==> config.mk <==
export PLATFORM = sky130hd
export DESIGN_NAME = prio_tx_drain
export DESIGN_NICKNAME = d
export VERILOG_FILES = /design/src/rtl/prio_tx_drain.sv
export SDC_FILE = /design/constraint.sdc
export NUM_CORES = 1
export LEC_CHECK = 0
export CORE_UTILIZATION = 55
export CTS_CLUSTER_SIZE = 20
export DETAILED_ROUTE_END_ITERATION = 16
export DONT_BUFFER_PORTS = 1
export PLACE_DENSITY = 0.74
export REMOVE_ABC_BUFFERS = 1
export SLEW_MARGIN = 0
export SYNTH_ARGS = -nofsm -noshare
export SYNTH_HDL_FRONTEND = slang
export SYNTH_SLANG_ARGS = --single-unit
export TNS_END_PERCENT = 20
==> constraint.sdc <==
create_clock -name clk -period 4.5 [get_ports clk]
set_clock_uncertainty 0.1 [all_clocks]
set_input_delay 0.9 -clock clk [delete_from_list [all_inputs] [get_ports clk]]
set_output_delay 0.9 -clock clk [all_outputs]
set_load 0.03 [all_outputs]
==> src/rtl/prio_tx_drain.sv <==
module prio_tx_drain #(
  parameter int NQ    = 4,
  parameter int PTR_W = 12,
  parameter int LEN_W = 11
) (
  input  logic                  clk,
  input  logic                  rst_n,
  input  logic [NQ*PTR_W-1:0]   wr_ptr_i,
  output logic [NQ*PTR_W-1:0]   rd_ptr_o,
  output logic                  desc_rd_o,
  output logic [PTR_W-1:0]      desc_addr_o,
  input  logic [31:0]           desc_data_i,
  output logic                  buf_rd_o,
  output logic [PTR_W+2:0]      buf_addr_o,
  input  logic [7:0]            buf_data_i,
  output logic                  fifo_wr_o,
  output logic [7:0]            fifo_data_o,
  input  logic                  fifo_full_i,
  input  logic                  eof_i,
  output logic                  active_o,
  output logic [$clog2(NQ)-1:0] cur_q_o,
  output logic [1:0]            frame_port_o,
  output logic [1:0]            phase_o
);
  localparam int QW    = $clog2(NQ);
  localparam int BUF_W = PTR_W + 3;
  localparam int BLK_W = LEN_W - 4;
  localparam int QSPAN = (1 << PTR_W) / NQ;

  typedef enum logic [2:0] {S_IDLE, S_DESC, S_LOAD, S_FETCH, S_PUSH, S_CRC, S_EOF} st_t;

  st_t              st;
  logic [PTR_W-1:0] rd_q [NQ];
  logic [NQ-1:0]    nonempty;
  logic [QW-1:0]    pick, q_sel;
  logic [LEN_W-1:0] len, idx;
  logic [BLK_W-1:0] nblk;
  logic [31:0]      crc;
  logic [1:0]       cidx, port;
  logic [LEN_W:0]   len_sum;
  logic [BLK_W-1:0] blk;
  logic [31:0]      crc_fin;

  function automatic logic [31:0] crc_step(input logic [31:0] c, input logic [7:0] d);
    logic [31:0] x;
    x = c ^ {24'h0, d};
    for (int b = 0; b < 8; b++) x = x[0] ? ((x >> 1) ^ 32'hEDB88320) : (x >> 1);
    return x;
  endfunction

  for (genvar q = 0; q < NQ; q++) begin : g_q
    assign nonempty[q] = wr_ptr_i[q*PTR_W +: PTR_W] != rd_q[q];
    assign rd_ptr_o[q*PTR_W +: PTR_W] = rd_q[q];
  end

  always_comb begin
    pick = '0;
    for (int q = NQ - 1; q >= 0; q--) if (nonempty[q]) pick = QW'(q);
  end

  assign len_sum      = {1'b0, desc_data_i[18 +: LEN_W]} + (LEN_W+1)'(31);
  assign blk          = BLK_W'(idx[LEN_W-1:5]);
  assign crc_fin      = ~crc;
  assign active_o     = st != S_IDLE;
  assign cur_q_o      = q_sel;
  assign frame_port_o = port;
  assign desc_rd_o    = st == S_DESC;
  assign desc_addr_o  = rd_q[q_sel];
  assign buf_rd_o     = st == S_FETCH && !fifo_full_i;
  assign buf_addr_o   = {rd_q[q_sel][PTR_W-1:2], 5'b0} + BUF_W'(idx);
  assign fifo_wr_o    = st == S_PUSH || (st == S_CRC && !fifo_full_i);
  assign fifo_data_o  = st == S_CRC ? crc_fin[8*cidx +: 8] : buf_data_i;

  always_comb begin
    if (st == S_IDLE)                       phase_o = 2'd0;
    else if (st == S_DESC || st == S_LOAD)  phase_o = 2'd1;
    else if (st == S_CRC || st == S_EOF)    phase_o = 2'd3;
    else if (blk == '0)                     phase_o = 2'd1;
    else if (blk == nblk - BLK_W'(1))       phase_o = 2'd3;
    else                                    phase_o = 2'd2;
  end

  always_ff @(posedge clk) begin
    if (!rst_n) begin
      st    <= S_IDLE;
      q_sel <= '0;
      len   <= '0;
      idx   <= '0;
      nblk  <= '0;
      crc   <= '1;
      cidx  <= '0;
      port  <= '0;
      for (int q = 0; q < NQ; q++) rd_q[q] <= PTR_W'(q * QSPAN);
    end else begin
      case (st)
        S_IDLE: if (|nonempty) begin
          q_sel <= pick;
          st    <= S_DESC;
        end
        S_DESC: st <= S_LOAD;
        S_LOAD: begin
          len  <= desc_data_i[18 +: LEN_W];
          port <= desc_data_i[17:16];
          nblk <= len_sum[LEN_W:5];
          idx  <= '0;
          crc  <= '1;
          st   <= S_FETCH;
        end
        S_FETCH: if (!fifo_full_i) st <= S_PUSH;
        S_PUSH: begin
          crc <= crc_step(crc, buf_data_i);
          if (idx == len - LEN_W'(1)) begin
            cidx <= '0;
            st   <= S_CRC;
          end else begin
            idx <= idx + LEN_W'(1);
            st  <= S_FETCH;
          end
        end
        S_CRC: if (!fifo_full_i) begin
          cidx <= cidx + 2'd1;
          if (cidx == 2'd3) st <= S_EOF;
        end
        S_EOF: if (eof_i) begin
          rd_q[q_sel] <= rd_q[q_sel] + PTR_W'({nblk, 2'b00});
          st          <= S_IDLE;
        end
        default: st <= S_IDLE;
      endcase
    end
  end


  fifo_room_chk: assert property (@(posedge clk) disable iff (!rst_n)
    fifo_wr_o |-> !fifo_full_i);

  ptr_hold_chk: assert property (@(posedge clk) disable iff (!rst_n)
    (active_o && !eof_i) |=> $stable(rd_ptr_o));

  idle_ptr_chk: assert property (@(posedge clk) disable iff (!rst_n)
    !active_o |=> $stable(rd_ptr_o));

  prio_pick_chk: assert property (@(posedge clk) disable iff (!rst_n)
    $rose(active_o) |-> (($past(nonempty) & ((NQ'(1) << cur_q_o) - NQ'(1))) == '0));

  q_hold_chk: assert property (@(posedge clk) disable iff (!rst_n)
    active_o |=> (!active_o || $stable(cur_q_o)));
endmodule

==> flow_summary.toml <==
[yosys]
seq_area_frac_synth_pct = 38.9
synth_area_per_cell_um2 = 9.49
async_reset_ff_share_pct = 0
synthFlopType = "dfxtp_1"
syn_area_um2 = 7410
synth_edf_count = 48
synthCells = 781
ys_seq_elements = 120
yosys_warnings = 0
synth_cell_types = 59

[power]
p_sw_uw = 961
vdd_drop_max_mv = 0.242
p_int_uw = 2170
powerDensity_nw_per_um2 = 386
clockPowerShare_pct = 38.7
p_comb_share_pct = 20.6
seqPwrFrac_pct = 40.7
switching_share_pct = 30.7
leakagePower_uw = 0.00286

[worst_setup_path]
crit_required_ns = 3.50
endpoint_kind = "output pin"
path_class = "flip-flop to output pin"
worstSetupStartpointType = "flip-flop"
crit_arrival_ns = 3.30
cp_max_fo = 3

[detailed_routing]
remaining_drc_errors = 0
wl_per_cell_um = 20.7
vias = 5988
viasPerCell = 6.21
wl_mm = 19.9
final_antenna_net_count = 0
first_iter_violations = 454
dr.pass1.iters = 5

[placed_design]
globalplace.congestion = 0.950
hpwl_mm = 14.8
place_inst = 932
io_buffers = 0

[global_routing]
antenna_found_initial = 0
grt_pass1_wl_mm = 30.9
grt_pass1_vias = 5727
grt.total_usage_pct = 28.9
grt_max_degree = 48
grt_remaining_overflow = 0

[finish]
instances_no_fill = 964
finalNetCount = 886
multi_input_area_um2 = 4260
nFillCells = 1068
seq_area_um2 = 2880
antennaDiodeCount = 0
syn_to_final_growth_pct = 9.32
drive_gt1_share_pct = 9.39

[clock_tree]
cts.root.buffer_cell = "clkbuf_16"
cts_inserted_buffers = 17
cts_htree_levels = 4
clockBufferDepth = 2
holdBufCountCts = 0
worst_skew_pair.late_latency_ns = 0.43
clk_pin_slew_ns = 0.06
cts.sinks = 120
cts_tree = "yes"
cts_setup_buffers = 0

[timing]
min_period_ns = 4.30
setup_viol = 0
hold_ws_ns = 0.393
rsz0062_at_grt = "no"
max_slew_margin_pct = 31.1
fin_crit_sh_pct = 95.6
tightest_slew_ns = 1.03
report.final.slew_viol_count = 0
max_clock_freq_ghz = 0.232
hold_viol = 0
fin_tns_setup_ns = 0

[floorplanning]
start_util_pct = 56.2
io_pins = 185
die_w_um = 118
fp-row-count = 42
die_area_um2 = 13900
fp.dieH_um = 118
core_um2 = 13200

[flow_run]
drv_cap = 0

[outcome]
status = "finished, final reports clean"

[worst_hold_path]
hp-class = "flip-flop to flip-flop"
==> layout make-up <==
| type | count | area share (%) |
|---|---|---|
| inverter | 25 | 1.16 |
| tap | 176 | 2.72 |
| multi-input combinational | 595 | 52.6 |
| sequential | 120 | 35.6 |
| timing repair buffer | 16 | 1.48 |
| clock buffer | 20 | 5.39 |
| clock inverter | 12 | 1.05 |
==> path summary, 6_finish.rpt <==
| path | depth (start not counted) | slack (ns) | start | end |
|---|---|---|---|---|
| min reg2reg | 2 | 0.39 | len[10] | len[10] |
| min | 2 | 0.39 | len[10] | len[10] |
| max reg2reg | 9 | 0.96 | len[0] | cidx[0] |
| max | 12 | 0.20 | rd_q[3][2] | buf_addr_o[13] |
==> synthesized netlist by cell type (all sizes together), types with 2 or more instances <==
cell type | number | area, um2
xnor2 | 107 | 937
nand2 | 101 | 379
dfxtp | 72 | 1440
xor2 | 53 | 464
edfxtp | 48 | 1440
nor2 | 45 | 171
a21oi | 41 | 205
clkbuf | 33 | 124
o21ai | 30 | 150
o22ai | 26 | 163
inv | 24 | 90.1
mux4 | 20 | 450
ha | 17 | 213
and2 | 16 | 100
nor3 | 14 | 70.1
nand3 | 13 | 65.1
nand4 | 12 | 75.1
nor4 | 11 | 75.1
o211ai | 10 | 75.1
or3 | 9 | 56.3
buf | 8 | 56.3
mux2i | 7 | 70.1
a21o | 6 | 45.0
nor3b | 6 | 45.0
a211oi | 5 | 37.5
or4 | 5 | 41.3
a31oi | 4 | 31.3
nor2b | 4 | 25.0
o21bai | 4 | 30.0
nand2b | 3 | 18.8
and3 | 2 | 12.5
and4 | 2 | 17.5
fa | 2 | 40.0
nand4b | 2 | 17.5
o21a | 2 | 15.0
o31ai | 2 | 15.0
==> flip-flops by register name, indices dropped and copies added, names as in the netlist, named ones only <==
register and count:
cidx 2, rd_q 48, crc 32, idx 11, nblk 7, len 11, cur_q_o 2, frame_port_o 2
st 3
==> metal layers <==
layer / track usage [%] / vias to the layer above / part of all wire [%]
met5: 0 / - / 0
met4: 11.6 / 0 / 2.3
met3: 5.96 / 37 / 6.2
met2: 49.0 / 243 / 50
met1: 35.9 / 2962 / 42
li1: - / 2746 / -
==> kinds of logic (layout without fill, tap and decap cells) <==
kind of cell	after synthesis	after routing	synth area share [%]
buffers and inverters	66	73	3.70
XOR/XNOR	160	160	18.9
flip-flops	120	120	38.9
multiplexers	27	27	7.02
AO/OA/AOI/OAI	139	139	11.7
AND/OR/NAND/NOR	250	250	16.3
adder cells (fa/ha/maj)	19	19	3.41
==> power groups by stage <==
stage / Clock (uW) / Sequential, uW / Combinational (uW)
CTS: 1220 / 1270 / 642
finish: 1210 / 1270 / 646
global placement: 0 / 1290 / 621
floorplan: 0 / 1270 / 507
global route: 1260 / 1280 / 698
detailed placement: 0 / 1290 / 637
==> stage by stage <==
stage          worst slack (ns)  utilization, %  power, uW  instance area [um2]
2_1_floorplan             0.493               -       1780                 7230
3_3_place_gp              0.608            57.4       1910                 7580
3_5_place_dp              0.556            57.4       1930                 7580
4_1_cts                  0.0801            61.4       3130                 8100
5_1_grt                  0.0390            61.4       3240                 8100
6_report                  0.198            61.4       3130                 8100
==> placed cells by master (no fill, tap or decap), types with 4 or more instances in the layout <==
cell type,instances
a21o_1,6
mux4_2,20
nor2b_1,4
or3_1,9
o21ai_1,8
o211ai_1,10
nand3_1,13
o21ai_0,22
ha_1,16
clkinv_1,5
xnor2_1,107
mux2i_1,7
clkinv_2,5
o21bai_1,4
nor3_1,13
buf_4,16
and2_1,16
nand2_1,101
or4_1,4
clkbuf_16,17
a211oi_1,5
nor3b_1,6
a21oi_1,41
xor2_1,53
nor2_1,44
edfxtp_1,48
nand4_1,12
inv_1,22
o22ai_1,26
dfxtp_1,71
nor4_1,10
==> worst max-delay path, stage by stage (launching register included) <==
cell and delay, ns:
edfxtp_1 0.57, mux4_2 0.71, ha_2 0.26, inv_1 0.06, fa_1 0.20, inv_1 0.05
a21oi_1 0.14, o21bai_1 0.10, a21o_1 0.19, a21o_1 0.20, nand3_1 0.10, xnor2_1 0.12
buf_4 0.18
==> what timing repair did <==
action,CTS,global route
setup endpoints to repair,0,2
gates resized for setup,0,2
endpoints found under the hold margin,0,0
Note: power is estimated with default switching activity, not from simulation.
